==> src/rtl/hcb_pkg.sv <==
package hcb_pkg;
    localparam int MAX_DIM = 5;

    typedef enum logic [1:0] {
        PH_IDLE = 2'd0,
        PH_RUN  = 2'd1,
        PH_DONE = 2'd2
    } phase_e;
endpackage

==> src/rtl/hcb_step_seq.sv <==
module hcb_step_seq
    import hcb_pkg::*;
#(
    parameter int DIM_N  = 3,
    parameter int STEP_W = $clog2(DIM_N + 1)
) (
    input  logic              clk,
    input  logic              rst_n,
    input  logic              start,
    output logic              launch,
    output logic              busy,
    output logic              done,
    output logic [STEP_W-1:0] step
);
    typedef struct packed {
        phase_e            phase;
        logic [STEP_W-1:0] step;
    } seq_t;

    seq_t seq_d, seq_q;

    always_comb begin
        seq_d  = seq_q;
        launch = start && (seq_q.phase != PH_RUN);
        if (launch) begin
            seq_d.phase = PH_RUN;
            seq_d.step  = '0;
        end else if (seq_q.phase == PH_RUN) begin
            seq_d.step = seq_q.step + 1'b1;
            if (seq_d.step == STEP_W'(DIM_N)) begin
                seq_d.phase = PH_DONE;
            end
        end
    end

    always_ff @(posedge clk) begin
        if (!rst_n) begin
            seq_q.phase <= PH_IDLE;
            seq_q.step  <= '0;
        end else begin
            seq_q <= seq_d;
        end
    end

    assign busy = (seq_q.phase == PH_RUN);
    assign done = (seq_q.phase == PH_DONE);
    assign step = seq_q.step;

    assert_start_ignored_R7: assert property (@(posedge clk) disable iff (!rst_n)
        (busy && start) |=> (step == $past(step) + 1'b1));

    assert_step_bound_R5: assert property (@(posedge clk) disable iff (!rst_n)
        busy |-> (step < STEP_W'(DIM_N)));
endmodule

==> src/rtl/hcb_node_ctrl.sv <==
module hcb_node_ctrl #(
    parameter int DIM_N   = 3,
    parameter int STEP_W  = $clog2(DIM_N + 1),
    parameter int NODE_ID = 0
) (
    input  logic              clk,
    input  logic              rst_n,
    input  logic              busy,
    input  logic              holds,
    input  logic [STEP_W-1:0] step,
    input  logic [DIM_N-1:0]  src,
    output logic              tx_en,
    output logic [STEP_W-1:0] tx_dim
);
    logic [DIM_N-1:0] rel_addr;

    assign rel_addr = DIM_N'(NODE_ID) ^ src;
    assign tx_en    = busy && holds;
    assign tx_dim   = step;

    assert_eligible_sender_R8: assert property (@(posedge clk) disable iff (!rst_n)
        tx_en |-> ((rel_addr >> step) == '0));
endmodule

==> src/rtl/hcb_fabric.sv <==
module hcb_fabric #(
    parameter int DIM_N  = 3,
    parameter int MSG_W  = 16,
    parameter int STEP_W = $clog2(DIM_N + 1),
    parameter int NODES  = 1 << DIM_N
) (
    input  logic                         clk,
    input  logic                         rst_n,
    input  logic [NODES-1:0]             tx_en,
    input  logic [NODES-1:0][STEP_W-1:0] tx_dim,
    input  logic [NODES-1:0][MSG_W-1:0]  tx_data,
    input  logic [NODES-1:0]             holds,
    output logic [NODES-1:0]             rx_valid,
    output logic [NODES-1:0][MSG_W-1:0]  rx_data
);
    for (genvar j = 0; j < NODES; j++) begin : g_rx
        logic [DIM_N-1:0] hit;

        for (genvar d = 0; d < DIM_N; d++) begin : g_link
            assign hit[d] = tx_en[j ^ (1 << d)] &&
                            (tx_dim[j ^ (1 << d)] == STEP_W'(d));
        end

        always_comb begin
            rx_data[j] = '0;
            for (int d = 0; d < DIM_N; d++) begin
                if (hit[d]) rx_data[j] = rx_data[j] | tx_data[j ^ (1 << d)];
            end
        end

        assign rx_valid[j] = |hit;

        assert_one_link_R4: assert property (@(posedge clk) disable iff (!rst_n)
            $onehot0(hit));

        assert_fresh_receiver_R4: assert property (@(posedge clk) disable iff (!rst_n)
            rx_valid[j] |-> !holds[j]);
    end
endmodule

==> src/rtl/hypercube_bcast.sv <==
module hypercube_bcast
    import hcb_pkg::*;
#(
    parameter int DIM_N  = 3,
    parameter int MSG_W  = 16,
    localparam int NODES  = 1 << DIM_N,
    localparam int STEP_W = $clog2(DIM_N + 1)
) (
    input  logic                   clk,
    input  logic                   rst_n,
    input  logic                   start,
    input  logic [DIM_N-1:0]       src_in,
    input  logic [MSG_W-1:0]       msg_in,
    output logic [NODES-1:0]       rcvd,
    output logic [NODES*MSG_W-1:0] node_msg,
    output logic                   done
);
    typedef struct packed {
        logic [DIM_N-1:0]            src;
        logic [NODES-1:0]            have;
        logic [NODES-1:0][MSG_W-1:0] msgs;
    } net_t;

    net_t net_d, net_q;

    logic                         launch;
    logic                         busy;
    logic [STEP_W-1:0]            step;
    logic [NODES-1:0]             tx_en;
    logic [NODES-1:0][STEP_W-1:0] tx_dim;
    logic [NODES-1:0]             rx_valid;
    logic [NODES-1:0][MSG_W-1:0]  rx_data;

    hcb_step_seq #(.DIM_N(DIM_N), .STEP_W(STEP_W)) u_seq (
        .clk    (clk),
        .rst_n  (rst_n),
        .start  (start),
        .launch (launch),
        .busy   (busy),
        .done   (done),
        .step   (step)
    );

    for (genvar j = 0; j < NODES; j++) begin : g_node
        hcb_node_ctrl #(.DIM_N(DIM_N), .STEP_W(STEP_W), .NODE_ID(j)) u_ctrl (
            .clk    (clk),
            .rst_n  (rst_n),
            .busy   (busy),
            .holds  (net_q.have[j]),
            .step   (step),
            .src    (net_q.src),
            .tx_en  (tx_en[j]),
            .tx_dim (tx_dim[j])
        );
    end

    hcb_fabric #(.DIM_N(DIM_N), .MSG_W(MSG_W), .STEP_W(STEP_W), .NODES(NODES)) u_fabric (
        .clk      (clk),
        .rst_n    (rst_n),
        .tx_en    (tx_en),
        .tx_dim   (tx_dim),
        .tx_data  (net_q.msgs),
        .holds    (net_q.have),
        .rx_valid (rx_valid),
        .rx_data  (rx_data)
    );

    always_comb begin
        net_d = net_q;
        if (launch) begin
            net_d.src  = src_in;
            net_d.have = '0;
            net_d.msgs = '0;
            net_d.have[src_in] = 1'b1;
            net_d.msgs[src_in] = msg_in;
        end else if (busy) begin
            for (int j = 0; j < NODES; j++) begin
                if (rx_valid[j]) begin
                    net_d.have[j] = 1'b1;
                    net_d.msgs[j] = rx_data[j];
                end
            end
        end
    end

    always_ff @(posedge clk) begin
        if (!rst_n) begin
            net_q <= '0;
        end else begin
            net_q <= net_d;
        end
    end

    assign rcvd     = net_q.have;
    assign node_msg = net_q.msgs;

    assert_holder_count_R3: assert property (@(posedge clk) disable iff (!rst_n)
        busy |-> ($countones(net_q.have) == (32'(1) << step)));

    assert_full_cover_R5: assert property (@(posedge clk) disable iff (!rst_n)
        done |-> (&net_q.have));

    assert_source_kept_R7: assert property (@(posedge clk) disable iff (!rst_n)
        (busy && !launch) |=> (net_q.src == $past(net_q.src)));
endmodule

==> config.mk <==
export PLATFORM = sky130hd
export DESIGN_NAME = hypercube_bcast
export DESIGN_NICKNAME = d
export VERILOG_FILES = /design/src/rtl/hcb_pkg.sv /design/src/rtl/hcb_step_seq.sv /design/src/rtl/hcb_node_ctrl.sv /design/src/rtl/hcb_fabric.sv /design/src/rtl/hypercube_bcast.sv
export SDC_FILE = /design/constraint.sdc
export NUM_CORES = 1
export LEC_CHECK = 0
export BUFFER_PORTS_ARGS = -buffer_cell sky130_fd_sc_hd__clkbuf_2
export CORE_UTILIZATION = 25
export DETAILED_ROUTE_END_ITERATION = 6
export PLACE_DENSITY = 0.45
export SYNTH_ARGS = -nofsm -noshare
export SYNTH_HDL_FRONTEND = slang
export SYNTH_SLANG_ARGS = --single-unit
==> constraint.sdc <==
create_clock -name clk -period 2.1 [get_ports clk]
set_clock_uncertainty 0.15 [all_clocks]
set_input_delay 0.42 -clock clk [delete_from_list [all_inputs] [get_ports clk]]
set_output_delay 0.42 -clock clk [all_outputs]
set_load 0.1 [all_outputs]
After elaboration in Yosys (flattened, before gate mapping)
Cells that the tools add are included.
- bits of input ports: 22
- register bits: 140
- logic and storage cells: 159
- mux-type cells: 49
- add/subtract/negate cells: 1
- eq/ne operators: 6
- reductions and logical operators: 64
- order comparisons: 2
- bitwise operators: 18
- operator list (operator ; count):
    $mux W16 ; 33
    $mux W136 ; 2
    $or A16 B16 Y16 ; 16
    $and A128 B128 Y128 ; 1
    $demux W16 S3 ; 1
    $logic_and A1 B1 Y1 ; 34
    $reduce_or A3 Y1 ; 8
    $reduce_and A2 Y1 ; 10
    $reduce_bool A2 Y1 ; 10
    $mux W1 ; 10
    $eq A2 B2 Y1 const B ; 3
    $mux W3 ; 2
    $eq A2 B1 Y1 const B ; 2
    $lt A3 B4 Y1 const B ; 1
    $demux W1 S3 ; 1
    $ge A3 B1 Y1 const B ; 1
    $add A2 B1 Y2 const B ; 1
    $logic_not A2 Y1 ; 1
    $ne A2 B1 Y1 const B ; 1
    $reduce_or A2 Y1 ; 1
    $not A1 Y1 ; 1

Depth between registers and ports, before layout
- depth after elaboration: 11
- gate-level depth with buffers: 9

Hierarchy
A second synthesis with hierarchy kept.
- cells, all modules: 1317
- area total of the unflattened synthesis: 11070.6 sq um
- modules (own cells, without submodules) (module ; times used ; sequential area each (sq um) ; cells each ; area an instance (sq um)):
    hypercube_bcast ; 1 ; 2782.7 ; 918 ; 7355.8
    hcb_fabric ; 1 ; 0.0 ; 352 ; 3328.2
    hcb_step_seq ; 1 ; 80.1 ; 23 ; 216.5
    hcb_node_ctrl ; 8 ; 0.0 ; 3 ; 21.3

Worst setup path after synthesis
OpenSTA, ideal clock, no wires.
- path type: flip-flop to output port
- from: register u_seq.seq_q[3] (netlist name)
- to: output port done
- stages on the path, launching flop included: 5
- data arrival time: 2120 ps
- slack: -590 ps
- data required time: 1530 ps
- path buffers: 3
- path through: dfxtp_1 -> buf_4 -> buf_2 -> clkbuf_2 -> nor2b_1
- cells in the longest elaborated chain, start to end: 1
- ends and longest elaborated chain (item ; RTL line ; text):
    start, declared ; hcb_step_seq.sv:20 ; seq_t seq_d, seq_q;
    start signal, assigned ; hcb_step_seq.sv:41 ; seq_q <= seq_d;
    $eq A2 B2 Y1 ; hcb_step_seq.sv:46 ; assign done = (seq_q.phase == PH_DONE);
    end, declared ; hypercube_bcast.sv:16 ; output logic done
No other way between the ends.

Worst setup path in the final report
- from: register u_seq.step[1] (netlist name)
- to: register net_q (netlist bit node_msg[64])
- cells in the longest elaborated chain, start to end: 10
- ends and longest elaborated chain (item ; RTL line ; text):
    $logic_not A2 Y1 ; hcb_fabric.sv:21 ; (tx_dim[j ^ (1 << d)] == STEP_W'(d));
    $logic_and A1 B1 Y1 ; hcb_fabric.sv:20 ; assign hit[d] = tx_en[j ^ (1 << d)] &&
    $mux W16 ; hcb_fabric.sv:27 ; if (hit[d]) rx_data[j] = rx_data[j] | tx_data[j ^ (1 << d)];
    $or A16 B16 Y16 ; hcb_fabric.sv:27 ;
    $mux W16 ; hcb_fabric.sv:27 ;
    $or A16 B16 Y16 ; hcb_fabric.sv:27 ;
    $mux W16 ; hcb_fabric.sv:27 ;
    $mux W16 ; hypercube_bcast.sv:78 ; if (rx_valid[j]) begin
    $mux W136 ; hypercube_bcast.sv:76 ; end else if (busy) begin
    $mux W136 ; hypercube_bcast.sv:70 ; if (launch) begin
    end signal, assigned ; hypercube_bcast.sv:90 ; net_q <= net_d;
    end, declared ; hypercube_bcast.sv:24 ; net_t net_d, net_q;
Several ways; a longest one is shown, not always the timed one. The select of a mux whose other input is x is not followed.
A chain may end at the register's enable or synchronous reset.

==> reports/qor.txt <==
Outcome - completed
Drt pass-1 iters - 6
Remaining global-route overflow - 0
Root Driver - clkbuf_16
Initial drt markers - 1,548
Maxcap violations - 0
Post-DP Area - 10,300 µm²
Ys Warns - 0
FILL cells - 3,458
EDFF count, synth - 0
Syn_area_per_cell - 8.14 µm²
Max clock buf depth - 2
Die width - 184 µm
Clock Latency Late Sink - 0.44 ns
CORE AREA - 32,600 µm²
Syn Inst Count - 1,018
# port buffers - 158
Final min period - 2.09 ns
Critical Path AT - 2.24 ns
Count of different cell masters after synthesis - 50
Placed insts - 1,604
Hold crit path type - in2reg
Num rows - 66
Final critical-path share of the clock period - 99.6%
Clk pin slew, worst setup/hold paths - 0.07 ns
DIE AREA - 33,900 µm²
Clk sink count - 140
Min-Delay Endpoint - node_msg[40]
CTS buffer count - 17
Initial Utilization - 25.4%
GR Util All Layers - 27.2%
Fmax - 0.478 GHz
Async S/R FF share, synth - 0%
Combined area of the multi-input logic cells - 5100 µm²
Slew of the pin with the lowest slew margin - 0.555 ns
Pwr Total - 10.2 mW
Final cell count without fillers - 1,644
Fin. max-slew vios - 0
Slew headroom - 63.1%
Final Wtd Congestion - 0.902
Most used DFF post-synth - dfxtp_1
Mapped cell area - 8290 µm²
CTS tree - built
R2R Path End - node_msg[64]
Area grow syn2layout - 35.4%
LEAKAGE - 4.21 nW
CP Capture Type - register
Worst R2R Path Depth - 8
Post-CTS Hold Buffers - 0
Worst VDD drop - 608 µV
HPWL Detailed - 32,100 µm
Post-route cell area - 11,200 µm²
Die height - 184 µm
Final #Nets - 1,214
Worst r2r src - u_seq.step[1]
Inserted Diodes - 0
Reg area - 2820 µm²
Setup_tns - 0 ns
Flop2flop setup slack - 0.009 ns
Setup violations, final - 0
Vias per cell - 6.16
DR WL/cell - 28.7 µm
Fin. Hold Viols - 0
Hold Crit Depth - 4
Post-place setup slack - -0.0856 ns
Routed Antenna Nets - 0
Largest fanout on the critical path - 10
PwrDens - 907 nW/µm²
Syn Nets - 1,043
Final worst slack - 0.00881 ns
Seq cells post-synth - 140
Vias in the first global route - 9,538
Critical path class - reg2reg
Initial antenna violation count - 0
Share of layout cells above drive strength 1 - 36.5%
H-Tree Depth - 4
Residual DRC - 0
Critical Path RT - 2.25 ns
Hold wc startpoint - msg_in[8]
IO Pins - 159
Startpoint types - register
Largest net degree at the start of global routing - 67
First-pass GRT wire length - 67,000 µm
WL final - 47,200 µm
DR vias - 10,100
Seq/Total Area, Yosys - 33.8%
-- layer usage --
metal  GRT usage [%]  vias up  wire (µm)
li1                -     4376          -
met1            36.6     4952      20100
met2            41.5      663      20700
met3            5.59      138       4360
met4            12.5        0       2020
met5               0        -          0
-- power breakdown --
group | switching, mW | leakage, nW | internal, mW
sequential | 0.388 | 1.16 | 2.90
combinational | 2.76 | 2.76 | 0.787
clock | 1.34 | 0.294 | 2.00
total | 4.49 | 4.21 | 5.68
-- worst max-delay path by stage --
stage             startpoint      endpoint  slack [ns]  cells past startpoint
2_1_floorplan  u_seq.step[0]  node_msg[70]       -0.03                      9
3_3_place_gp   u_seq.step[1]  node_msg[64]       -0.04                      8
3_5_place_dp   u_seq.step[1]  node_msg[77]       -0.09                      8
4_1_cts        u_seq.step[0]  node_msg[16]      -0.008                      8
5_1_grt        u_seq.step[1]  node_msg[64]       -0.04                      8
6_report       u_seq.step[1]  node_msg[64]       0.009                      8
-- cell type report --
class,count,share of cell area [%]
Tap cell,442,4.93
Clock buffer,19,3.86
Timing Repair Buffer,291,18.7
Clock inverter,13,1.71
Multi-Input combinational cell,733,45.5
Inverter,6,0.223
Sequential cell,140,25.1
-- cells in the mapped netlist (22+ instances only) --
cell type	number	area share [%]
nand2_1	137	6.2
o221a_2	63	8.6
o22ai_1	26	2.0
a31oi_1	50	3.8
nand3_1	22	1.3
a221oi_1	31	3.3
dfxtp_1	140	34
o21ai_0	79	4.8
a22oi_1	32	2.9
nor2_1	54	2.4
clkbuf_1	103	4.7
o211ai_1	53	4.8
a222oi_1	24	2.9
-- per-stage QoR --
step | hold WS [ns] | util (%)
CTS | 0.279 | 33.6
global route | 0.311 | 34.4
detailed placement | 0.398 | 31.6
floorplan | 0.387 | -
finish | 0.295 | 34.4
global placement | 0.399 | 31.6
-- logic make-up after synthesis --
kind of cell | after synthesis | share of synthesized area, %
DFF | 140 | 33.8
and+or+nand+nor | 290 | 16.8
muxes | 2 | 0.317
AOI/OAI and AO/OA | 438 | 41.1
adders and majority gates | 3 | 0.453
buffers and inverters | 145 | 7.61
-- timing repair --
item | in CTS | in global routing
hold endpoints to repair | 0 | 0
setup endpoints to repair | 75 | 65
setup buffers | 0 | 6
cloned | 0 | 2
pin swaps | 0 | 3
gates resized for setup | 9 | 43
-- placed cells by master, fill, tap and decap left out, drive strengths merged, types with 22 or more instances in the layout --
master	count
a221oi	31
nand3	22
a222oi	24
buf	139
dfxtp	140
nand2	137
a31oi	50
o211ai	53
clkbuf	171
a22oi	32
o221a	63
nor2	54
o21ai	81
o22ai	26
-- flip-flops by register name, summed over array words and instances, names as in the netlist --
| register | count |
|---|---|
| u_seq.step | 2 |
| rcvd | 8 |
| node_msg | 128 |
| u_seq.seq_q | 2 |
-- critical path, cell delays in order, from the launching register on --
cell and delay, ns:
dfxtp_2 0.35, inv_2 0.07, ha_4 0.19, buf_4 0.15
and3b_1 0.17, and2_2 0.23, buf_4 0.20, a221oi_2 0.28
a311oi_2 0.14
(Power assumes the default switching activity.)
